[config.mk]
export PLATFORM = sky130hd
export DESIGN_NAME = macro_param_collector
export DESIGN_NICKNAME = d
export VERILOG_FILES = /design/src/rtl/macro_pc_pkg.sv /design/src/rtl/mpc_param_fifo.sv /design/src/rtl/mpc_code_store.sv /design/src/rtl/mpc_bind_table.sv /design/src/rtl/macro_param_collector.sv
export SDC_FILE = /design/constraint.sdc
export NUM_CORES = 2
export LEC_CHECK = 0
export BUFFER_PORTS_ARGS = -buffer_cell sky130_fd_sc_hd__buf_2
export CORE_MARGIN = 1
export CORE_UTILIZATION = 55
export CTS_CLUSTER_SIZE = 30
export DETAILED_ROUTE_END_ITERATION = 8
export HOLD_SLACK_MARGIN = 0.15
export PLACE_DENSITY = 0.79
export SYNTH_ARGS = -nofsm -noshare
export SYNTH_HDL_FRONTEND = slang
export SYNTH_SLANG_ARGS = --single-unit
[constraint.sdc]
create_clock -name clk -period 12.5 [get_ports clk]
set_input_delay 0.625 -clock clk [delete_from_list [all_inputs] [get_ports clk]]
set_output_delay 0.625 -clock clk [all_outputs]
set_load 0.1 [all_outputs]
[src/rtl/macro_pc_pkg.sv]
// Shared definitions for the macro call parameter collector.
// Assumes nothing beyond the parameter defaults of the top module.
package macro_pc_pkg;
    localparam int ERR_N   = 4;
    localparam int ERR_SEQ = 0;   // illegal method order around a call
    localparam int ERR_OVF = 1;   // parameter FIFO overflow
    localparam int ERR_UPL = 2;   // code upload beyond storage
    localparam int ERR_NF  = 3;   // launch of an unbound entry

    typedef enum logic {
        CALL_IDLE = 1'b0,
        CALL_OPEN = 1'b1
    } call_state_e;
endpackage

[src/rtl/mpc_param_fifo.sv]
// Parameter FIFO: stores the words of macro calls in arrival order and
// presents the oldest one at the head. It assumes DEPTH is a power of two.
// A push while full is ignored; the caller flags that case. Flush wins over
// push and pop in the same cycle.
module mpc_param_fifo #(
    parameter int DEPTH = 32,
    parameter int W     = 32
) (
    input  logic         clk,
    input  logic         rst_n,
    input  logic         push,
    input  logic [W-1:0] push_data,
    input  logic         pop,
    input  logic         flush,
    output logic [W-1:0] head,
    output logic         empty,
    output logic         full
);
    localparam int AW = $clog2(DEPTH);
    localparam int CW = $clog2(DEPTH + 1);

    logic [W-1:0]  mem [DEPTH];
    logic [AW-1:0] wr_ptr, rd_ptr;
    logic [CW-1:0] fill;
    logic          do_push, do_pop;

    assign empty   = (fill == '0);
    assign full    = (fill == CW'(DEPTH));
    assign head    = mem[rd_ptr];
    assign do_push = push && !full && !flush;
    assign do_pop  = pop && !empty && !flush;

    // Storage write; no reset is needed on the data array.
    always_ff @(posedge clk) begin
        if (do_push) mem[wr_ptr] <= push_data;
    end

    // Pointer and fill level bookkeeping.
    always_ff @(posedge clk) begin
        if (!rst_n || flush) begin
            wr_ptr <= '0;
            rd_ptr <= '0;
            fill   <= '0;
        end else begin
            wr_ptr <= wr_ptr + AW'(do_push);
            rd_ptr <= rd_ptr + AW'(do_pop);
            fill   <= fill + CW'(do_push) - CW'(do_pop);
        end
    end
endmodule

[src/rtl/mpc_code_store.sv]
// Macro code storage with an upload pointer that increments after each
// write. It assumes addr_we and data_we are never high together. A data
// write at a pointer of DEPTH or more is discarded and reported.
module mpc_code_store #(
    parameter int DEPTH = 64,
    parameter int W     = 32,
    localparam int AW   = $clog2(DEPTH)
) (
    input  logic          clk,
    input  logic          rst_n,
    input  logic          addr_we,
    input  logic [W-1:0]  addr_val,
    input  logic          data_we,
    input  logic [W-1:0]  data_val,
    input  logic [AW-1:0] rd_addr,
    output logic [W-1:0]  rd_data,
    output logic          range_err
);
    logic [W-1:0] mem [DEPTH];
    logic [W-1:0] ptr;

    assign range_err = data_we && (ptr >= W'(DEPTH));
    assign rd_data   = mem[rd_addr];

    // Code word write at the upload pointer.
    always_ff @(posedge clk) begin
        if (data_we && !range_err) mem[ptr[AW-1:0]] <= data_val;
    end

    // Upload pointer: loaded explicitly, advanced after each stored word.
    always_ff @(posedge clk) begin
        if (!rst_n)                     ptr <= '0;
        else if (addr_we)               ptr <= addr_val;
        else if (data_we && !range_err) ptr <= ptr + W'(1);
    end
endmodule

[src/rtl/mpc_bind_table.sv]
// Bind table: maps a macro entry number to a code offset. An entry counts as
// bound only after its first bind write. The selected entry for the next
// bind write is kept here. The lookup is combinational.
module mpc_bind_table #(
    parameter int ENTRIES = 16,
    parameter int OFS_W   = 6,
    localparam int ENT_W  = $clog2(ENTRIES)
) (
    input  logic             clk,
    input  logic             rst_n,
    input  logic             sel_we,
    input  logic [ENT_W-1:0] sel_val,
    input  logic             bind_we,
    input  logic [OFS_W-1:0] bind_ofs,
    input  logic [ENT_W-1:0] lk_idx,
    output logic             lk_hit,
    output logic [OFS_W-1:0] lk_ofs
);
    logic [ENT_W-1:0] sel;
    logic [ENTRIES-1:0] bound;
    logic [OFS_W-1:0] ofs [ENTRIES];

    // Entry selection register.
    always_ff @(posedge clk) begin
        if (!rst_n)      sel <= '0;
        else if (sel_we) sel <= sel_val;
    end

    // One slot per entry: a bound bit with reset and an offset without reset.
    for (genvar e = 0; e < ENTRIES; e++) begin : g_slot
        always_ff @(posedge clk) begin
            if (!rst_n)                                bound[e] <= 1'b0;
            else if (bind_we && sel == ENT_W'(e))      bound[e] <= 1'b1;
        end
        always_ff @(posedge clk) begin
            if (bind_we && sel == ENT_W'(e)) ofs[e] <= bind_ofs;
        end
    end

    assign lk_hit = bound[lk_idx];
    assign lk_ofs = ofs[lk_idx];
endmodule

[src/rtl/macro_param_collector.sv]
// Macro call parameter collector. It splits method writes into ordinary
// register writes and macro trigger words, gathers the trigger words of a
// call, and raises a start request when the packet ends. It assumes
// TRIG_BASE is even and that METHOD_W is wider than the entry index.
// All method writes are held off while a start request is pending.
module macro_param_collector
    import macro_pc_pkg::*;
#(
    parameter int          METHOD_W     = 13,
    parameter int          DATA_W       = 32,
    parameter int unsigned TRIG_BASE    = 'hE00,
    parameter int          PFIFO_DEPTH  = 32,
    parameter int          CODE_DEPTH   = 64,
    parameter int          BIND_ENTRIES = 16,
    parameter int unsigned M_UPL_ADDR   = 'h045,
    parameter int unsigned M_UPL_DATA   = 'h046,
    parameter int unsigned M_BIND_SEL   = 'h047,
    parameter int unsigned M_BIND_OFS   = 'h048,
    localparam int CNT_W   = $clog2(PFIFO_DEPTH + 1),
    localparam int CODE_AW = $clog2(CODE_DEPTH),
    localparam int ENT_W   = $clog2(BIND_ENTRIES)
) (
    input  logic                clk,
    input  logic                rst_n,
    input  logic                in_valid,
    output logic                in_ready,
    input  logic [METHOD_W-1:0] in_method,
    input  logic [DATA_W-1:0]   in_data,
    input  logic                in_last,
    output logic                reg_we,
    output logic [METHOD_W-1:0] reg_addr,
    output logic [DATA_W-1:0]   reg_wdata,
    output logic                start_valid,
    input  logic                start_ready,
    output logic [CODE_AW-1:0]  start_offset,
    output logic [CNT_W-1:0]    start_count,
    input  logic                prm_pop,
    output logic [DATA_W-1:0]   prm_data,
    output logic                prm_empty,
    input  logic [CODE_AW-1:0]  code_rd_addr,
    output logic [DATA_W-1:0]   code_rd_data,
    output logic [ERR_N-1:0]    err_flags
);
    localparam logic [METHOD_W-1:0] BASE_M  = METHOD_W'(TRIG_BASE);
    localparam logic [METHOD_W-1:0] ENT_LIM = METHOD_W'(BIND_ENTRIES);

    call_state_e         st;
    logic [METHOD_W-1:0] cur_m;
    logic [CNT_W-1:0]    call_cnt, words_now;
    logic                accept, busy, is_trig, start_ok, arg_ok, seq_bad, plain;
    logic                take, stored, ovf, fire, hit, miss, upl_err, fifo_full;
    logic [METHOD_W-1:0] rel, ent_rel;
    logic                lk_hit;
    logic [CODE_AW-1:0]  lk_ofs;

    // Classification of the write offered this cycle.
    assign in_ready  = !start_valid;
    assign accept    = in_valid && in_ready;
    assign busy      = (st == CALL_OPEN);
    assign is_trig   = (in_method >= BASE_M);
    assign start_ok  = accept && !busy && is_trig && !in_method[0];
    assign arg_ok    = accept && busy && (in_method == cur_m + METHOD_W'(1));
    assign seq_bad   = accept && ((busy && !arg_ok) || (!busy && is_trig && in_method[0]));
    assign plain     = accept && !busy && !is_trig;
    assign take      = start_ok || arg_ok;
    assign stored    = take && !fifo_full;
    assign ovf       = take && fifo_full;
    assign fire      = take && in_last;
    assign rel       = in_method - BASE_M;
    assign ent_rel   = rel >> 1;
    assign hit       = (ent_rel < ENT_LIM) && lk_hit;
    assign miss      = fire && !hit;
    assign words_now = (start_ok ? '0 : call_cnt) + CNT_W'(stored);

    // Ordinary writes go straight to the register file.
    assign reg_we    = plain;
    assign reg_addr  = in_method;
    assign reg_wdata = in_data;

    mpc_param_fifo #(.DEPTH(PFIFO_DEPTH), .W(DATA_W)) u_fifo (
        .clk(clk), .rst_n(rst_n), .push(stored), .push_data(in_data),
        .pop(prm_pop), .flush(miss), .head(prm_data), .empty(prm_empty),
        .full(fifo_full)
    );

    mpc_code_store #(.DEPTH(CODE_DEPTH), .W(DATA_W)) u_code (
        .clk(clk), .rst_n(rst_n),
        .addr_we(plain && in_method == METHOD_W'(M_UPL_ADDR)), .addr_val(in_data),
        .data_we(plain && in_method == METHOD_W'(M_UPL_DATA)), .data_val(in_data),
        .rd_addr(code_rd_addr), .rd_data(code_rd_data), .range_err(upl_err)
    );

    mpc_bind_table #(.ENTRIES(BIND_ENTRIES), .OFS_W(CODE_AW)) u_bind (
        .clk(clk), .rst_n(rst_n),
        .sel_we(plain && in_method == METHOD_W'(M_BIND_SEL)), .sel_val(in_data[ENT_W-1:0]),
        .bind_we(plain && in_method == METHOD_W'(M_BIND_OFS)), .bind_ofs(in_data[CODE_AW-1:0]),
        .lk_idx(ent_rel[ENT_W-1:0]), .lk_hit(lk_hit), .lk_ofs(lk_ofs)
    );

    // Call state: opened by an even trigger, closed by the packet's last word.
    always_ff @(posedge clk) begin
        if (!rst_n) begin
            st       <= CALL_IDLE;
            cur_m    <= '0;
            call_cnt <= '0;
        end else begin
            if (fire)          st <= CALL_IDLE;
            else if (start_ok) st <= CALL_OPEN;
            if (start_ok) cur_m <= in_method;
            if (take)     call_cnt <= words_now;
        end
    end

    // Start request: raised on a bound launch, held until accepted.
    always_ff @(posedge clk) begin
        if (!rst_n) begin
            start_valid  <= 1'b0;
            start_offset <= '0;
            start_count  <= '0;
        end else if (fire && hit) begin
            start_valid  <= 1'b1;
            start_offset <= lk_ofs;
            start_count  <= words_now;
        end else if (start_ready) begin
            start_valid  <= 1'b0;
        end
    end

    // Sticky error collection.
    always_ff @(posedge clk) begin
        if (!rst_n) err_flags <= '0;
        else begin
            if (seq_bad) err_flags[ERR_SEQ] <= 1'b1;
            if (ovf)     err_flags[ERR_OVF] <= 1'b1;
            if (upl_err) err_flags[ERR_UPL] <= 1'b1;
            if (miss)    err_flags[ERR_NF]  <= 1'b1;
        end
    end
endmodule

# Word level (Yosys, flattened, before mapping)
# Memory sizes are Yosys's and may differ from the RTL's. A register that Yosys moved wholly into a read port is not among the register bits.
# Cells that the tools add are included.
# Widths: inputs -> output; s select.
dict set report word_totals {
  ff_bits 99
  latch_bits 0
  mem_bits_rw 3168
  romBits 0
  inputBits 57
  output_inout_bits 129
  wordCells 234
  memories 3
}
# memory words width read_ports rd_ports_with_merged_regs write_ports line
set mem_list {}
lappend mem_list {u_code.mem 64 32 1 0 1 mpc_code_store.sv:19} ;# logic [W-1:0] mem [DEPTH];
lappend mem_list {u_fifo.mem 32 32 1 1 1 mpc_param_fifo.sv:22} ;# logic [W-1:0] mem [DEPTH];
lappend mem_list {u_bind.ofs 16 6 1 1 1 mpc_bind_table.sv:21} ;# logic [OFS_W-1:0] ofs [ENTRIES];
dict set report classes {
  add_sub_neg 8
  n_mul 0
  div 0
  magnitude_cmp 4
  n_eq_ne 21
  shift 0
  n_mux 89
  bitwise_logic 1
  n_reduce_logical 78
}
# cell count
set ops {}
lappend ops {{$mux 6} 16}
lappend ops {{$reduce_or 6->1} 15}
lappend ops {{$mux 32} 2}
lappend ops {{$mux 4} 15}
lappend ops {{$mux 1} 54}
lappend ops {{$eq 13x7->1 const B} 4}
lappend ops {{$logic_and 1x1->1} 43}
lappend ops {{$add 32x1->32 const B} 1}
lappend ops {{$eq 4x4->1 const B} 8}
lappend ops {{$ge 32x7->1 const B} 1}
lappend ops {{$eq 4x3->1 const B} 4}
lappend ops {{$add 13x1->13 const B} 1}
lappend ops {{$eq 13x13->1} 1}
lappend ops {{$ge 13x12->1 const B} 1}
lappend ops {{$sub 13x12->13 const B} 1}
lappend ops {{$add 6x1->6} 2}
lappend ops {{$logic_not 1->1} 12}
lappend ops {{$lt 12x5->1 const B} 1}
lappend ops {{$add 5x1->5} 2}
lappend ops {{$eq 4x2->1 const B} 2}
lappend ops {{$eq 6x6->1 const B} 1}
lappend ops {{$logic_not 6->1} 1}
lappend ops {{$sub 6x1->6} 1}
lappend ops {{$lt 4x5->1 const B} 1}
lappend ops {{8 further kinds} 11}

# Longest topological paths before layout
dict set report depth {
  word_depth 24
  mapped_depth 18
  mapped_depth_nobuf 17
}

# Cells and area by module
# Synthesis repeated with hierarchy kept, for this count alone.
dict set report unflattened {
  cells_unflattened 5767
  area_unflattened_um2 125751.9
}
# mod n_inst cells_each area_per_inst_um2 seq_area_each_um2
set by_module_without_submodules {}
lappend by_module_without_submodules {mpc_code_store 1 3429 78940.7 62139.6}
lappend by_module_without_submodules {mpc_param_fifo 1 1804 39889.5 31069.8}
lappend by_module_without_submodules {mpc_bind_table 1 227 4505.6 3283.1}
lappend by_module_without_submodules {macro_param_collector 1 307 2416.1 740.7}

# Worst setup path before layout
# Ideal clock, no wire load.
dict set report synth_path {
  path_type {register -> register}
  start {reg start_valid}
  end {mem u_fifo.mem[17][0], enable pin}
  setup_ns 0.461
  arrival_time_ns 5.073
  slack_ns 6.966
  path_stages_with_launch 11
  path_cell_list {dfxtp_1 inv_1 nand3_1 nor4_1 o21a_1 clkbuf_2 and4_1 buf_4 o21ai_2 buf_6 nor3_1}
}
dict set report synth_via {
  elab_chain_cells 12
  elab_cells_between_ends 16
}
# element line
set synth_lines {}
lappend synth_lines {{start: declaration} macro_param_collector.sv:33} ;# output logic start_valid,
lappend synth_lines {{start signal: assignment} macro_param_collector.sv:117} ;# start_valid <= 1'b0;
lappend synth_lines {{start signal: assignment} macro_param_collector.sv:121} ;# start_valid <= 1'b1;
lappend synth_lines {{start signal: assignment} macro_param_collector.sv:125} ;# start_valid <= 1'b0;
lappend synth_lines {{$logic_not 1->1 *} macro_param_collector.sv:57} ;# assign in_ready = !start_valid;
lappend synth_lines {{net in_ready} macro_param_collector.sv:26} ;# output logic in_ready,
lappend synth_lines {{$logic_and 1x1->1 *} macro_param_collector.sv:58} ;# assign accept = in_valid && in_ready;
lappend synth_lines {{$logic_and 1x1->1 (3 in a row)} macro_param_collector.sv:61} ;# assign start_ok = accept && !busy && is_trig && !in_method[0];
lappend synth_lines {{$logic_or 1x1->1 *} macro_param_collector.sv:65} ;# assign take = start_ok || arg_ok;
lappend synth_lines {{$logic_and 1x1->1} macro_param_collector.sv:68} ;# assign fire = take && in_last;
lappend synth_lines {{$logic_and 1x1->1} macro_param_collector.sv:72} ;# assign miss = fire && !hit;
lappend synth_lines {{$logic_not 1->1} mpc_param_fifo.sv:30} ;# assign do_push = push && !full && !flush;
lappend synth_lines {{$logic_and 1x1->1 *} mpc_param_fifo.sv:30}
lappend synth_lines {{$mux 1 *} mpc_param_fifo.sv:35} ;# if (do_push) mem[wr_ptr] <= push_data;
lappend synth_lines {{$mux 1 (implied by the code) *} mpc_param_fifo.sv:35}
lappend synth_lines {{end: declaration} mpc_param_fifo.sv:22}
# The timed path passes the listed nets; every way through them passes the cells marked *.

==> impl_metrics.yaml <==
yosys:
  synth_compound_gate_area_share_pct: 0.792
  yosys.area.top_type: "edfxtp_1"
  synth-xor-area-share_pct: 0.181
  synth_cell_types: 69
  ys_warn_count: 0
  synth_most_common_cell: "edfxtp_1"
  seq_area_frac_synth_pct: 77.2
  synth_edf_count: 3168
  synth_top_family_by_area: "multiplexers"
  synth_area_leaders: "edfxtp_1 76%, mux4_2 18%, dfxtp_1 1.7%"
  synth_common_cells: "3168 x edfxtp_1, 1013 x mux4_2, 143 x clkbuf_1"
  syn_area_mm2: 0.126
  synth_top_cell_area_share_pct: 75.5
  synth_mux_area_share_pct: 18.6
  synth_nets: 5416
  synth_cells: 5340
  ys_seq_elements: 3273
  syn_avg_cell_area_um2: 23.6
  async_flop_share_pct: 0
  yosys.area_share.simple_pct: 1.67
  synth_top_flop_cell: "edfxtp_1"
  synthAdderAreaFrac_pct: 0.195
timing:
  slew_violations: 0
  setup_viol: 0
  whs_ns: 0.209
  max_slew_margin_pct: 6.81
  worst_pin_slew_ns: 1.38
  fin_skew_ns: 0.0712
  min_period_ns: 5.88
  fin_crit_sh_pct: 47.1
  hold_violations: 0
  fmax_mhz: 170
  rsz0062_at_grt: "no"
  fin_tns_setup_ns: 0
drt:
  drc: 0
  drt_iter0_drc: 9310
  routedWlPerCell_um: 38.7
  antenna_left: 0
  drt_first_pass_iters: 6
  drt_wl_total_um: 347000
  vias: 63000
  vias_per_cell: 7.02
clocking:
  path_clk_slew_ns: 0.06
  post_cts_buffers: 0
  cts_buffers: 330
  cts_sinks: 3273
  htree_levels: 5
  tritoncts: "yes"
  root_buffer: "clkbuf_16"
  cts_buffer_depth: 4
  clock_latency_ns: 0.96
worst_hold_path:
  hold_depth: 1
  hold_path.class: "input port to register"
floorplanning:
  die_w_um: 481
  ioPinCount: 186
  fp.coreArea_mm2: 0.227
  dieArea_mm2: 0.231
  initial_utilization_pct: 55.4
  rows: 175
  fp.dieH_um: 481
critical_path:
  cp.arrival_ns: 5.26
  cp_max_fo: 97
  worstRegToRegCells: 9
  crit_top_cell: "mux4_2"
  slowest_delay_ns: 0.90
  crit_type: "register to primary output"
  start_kind: "register"
  path_cells: "buf_12 -> buf_4 -> mux4_2 -> mux4_2 -> mux2_2 -> buf_2"
  critPathCaptureType: "primary output"
  crit_slowest_cell: "buf_4"
  required_ns: 11.88
cells_and_area:
  area_growth_pct: 12.5
  ff_latch_area_mm2: 0.0972
  fill_cells: 14100
  multi_input_area_mm2: 0.0277
  nets: 5785
  drive_above_1_share_pct: 33.2
flow_run:
  max_cap_viol_count: 0
power:
  power.total_mw: 24.1
  ir_drop_mv: 0.284
  p_leak_nw: 43.7
  cellPowerDensity_mw_per_mm2: 170
global_route:
  grt-ovfl-total: 0
  grt_pass1_wl_um: 482000
  grt_pass1_vias: 63400
  track_usage_pct: 30.2
  antenna_found_initial: 38
  grt_max_degree: 144
placed_design:
  gp_congestion: 0.821
  dp_hpwl_um: 172000
  io_buffer_count: 185
outcome:
  outcome: "finished, final reports clean"
## state kept, by name, summed over array words and instances (netlist names)
register and count:
u_fifo.rd_ptr 5, u_code.ptr 32, start_valid 1, err_flags 4, u_bind.ofs 96, cur_m 13
start_offset 6, busy 1, u_bind.sel 4, u_code.mem 2048, u_bind.bound 16, start_count 6
u_fifo.fill 6, call_cnt 6, u_fifo.mem 1024, u_fifo.wr_ptr 5
## through the flow
stage | utilization, % | setup WS [ns] | instances | instance area [um2]
finish | 62.3 | 6.62 | 8966 | 142000
global route | 62.3 | 6.25 | 8959 | 142000
CTS | 62.3 | 6.46 | 8957 | 142000
detailed placement | 57.6 | 6.77 | 8363 | 131000
global placement | 57.6 | 6.81 | 8363 | 131000
floorplan | - | 6.97 | 5340 | 126000
## worst max-delay path, delay by kind of cell (launching register included)
kind,cells,cell delay [ns]
buffers and inverters,3,1.76
flip-flops,1,0.75
multiplexers,3,1.53
## cell families (layout without fill, tap and decap cells)
logic type / Yosys count / after routing
flops: 3273 / 3273
mux: 1069 / 1069
simple gates: 446 / 446
buf+inv: 356 / 964
compound gates: 151 / 151
xor+xnor: 26 / 26
fa+ha+maj: 19 / 19
other cells: 0 / 9
## power breakdown
| part | internal [mW] | switching (mW) |
|---|---|---|
| clock | 5.52 | 4.14 |
| sequential | 12.0 | 0.0471 |
| combinational | 0.883 | 1.51 |
| total | 18.4 | 5.69 |
## repair_timing
action | CTS | global route
hold buffers | 23 | 0
endpoints found under the setup margin | 0 | 0
resized for setup | 0 | 0
hold endpoints to repair | 140 | 0
## cell type report
| type | count | area share (%) |
|---|---|---|
| Tap cell | 3009 | 2.66 |
| Antenna cell | 9 | 0.0159 |
| Clock buffer | 384 | 6.08 |
| Timing Repair Buffer | 376 | 1.83 |
| Sequential cell | 3273 | 68.7 |
| Clock inverter | 187 | 1.19 |
| Multi-Input combinational cell | 1711 | 19.5 |
| Inverter | 17 | 0.0450 |
## path summary, 6_finish.rpt
path / end / slack (ns) / from
min: u_fifo.mem[29][6]$_DFFE_PP_ / 0.21 / in_data[6]
max: prm_data[25] / 6.62 / u_fifo.rd_ptr[0]$_SDFF_PP0_
min reg2reg: u_code.ptr[20]$_SDFFE_PN0P_ / 0.46 / u_code.ptr[20]$_SDFFE_PN0P_
max reg2reg: u_fifo.mem[1][27]$_DFFE_PP_ / 7.27 / cur_m[3]$_SDFFE_PN0P_
## layer usage
layer / global-route usage, % / vias up / routed length, um
li1: - / 23500 / -
met5: 0 / - / 156
met2: 48.6 / 5478 / 168000
met3: 7.00 / 1065 / 41900
met4: 16.8 / 22 / 23000
met1: 38.3 / 32900 / 114000
## cell usage in the layout, fill, tap and decap left out, types with 24 or more instances in the layout
| master | instances |
|---|---|
| clkinv_2 | 68 |
| nor2_1 | 80 |
| clkbuf_1 | 46 |
| mux4_2 | 1013 |
| a21oi_1 | 63 |
| nor2_4 | 62 |
| buf_4 | 196 |
| nor2b_1 | 24 |
| clkinv_1 | 67 |
| dfxtp_1 | 100 |
| edfxtp_1 | 3168 |
| bufinv_16 | 29 |
| mux2_2 | 33 |
| nand3_1 | 31 |
| nor3_2 | 35 |
| buf_2 | 148 |
| clkbuf_16 | 337 |
| nand2_1 | 119 |
Power figures use the tool's default switching activity.
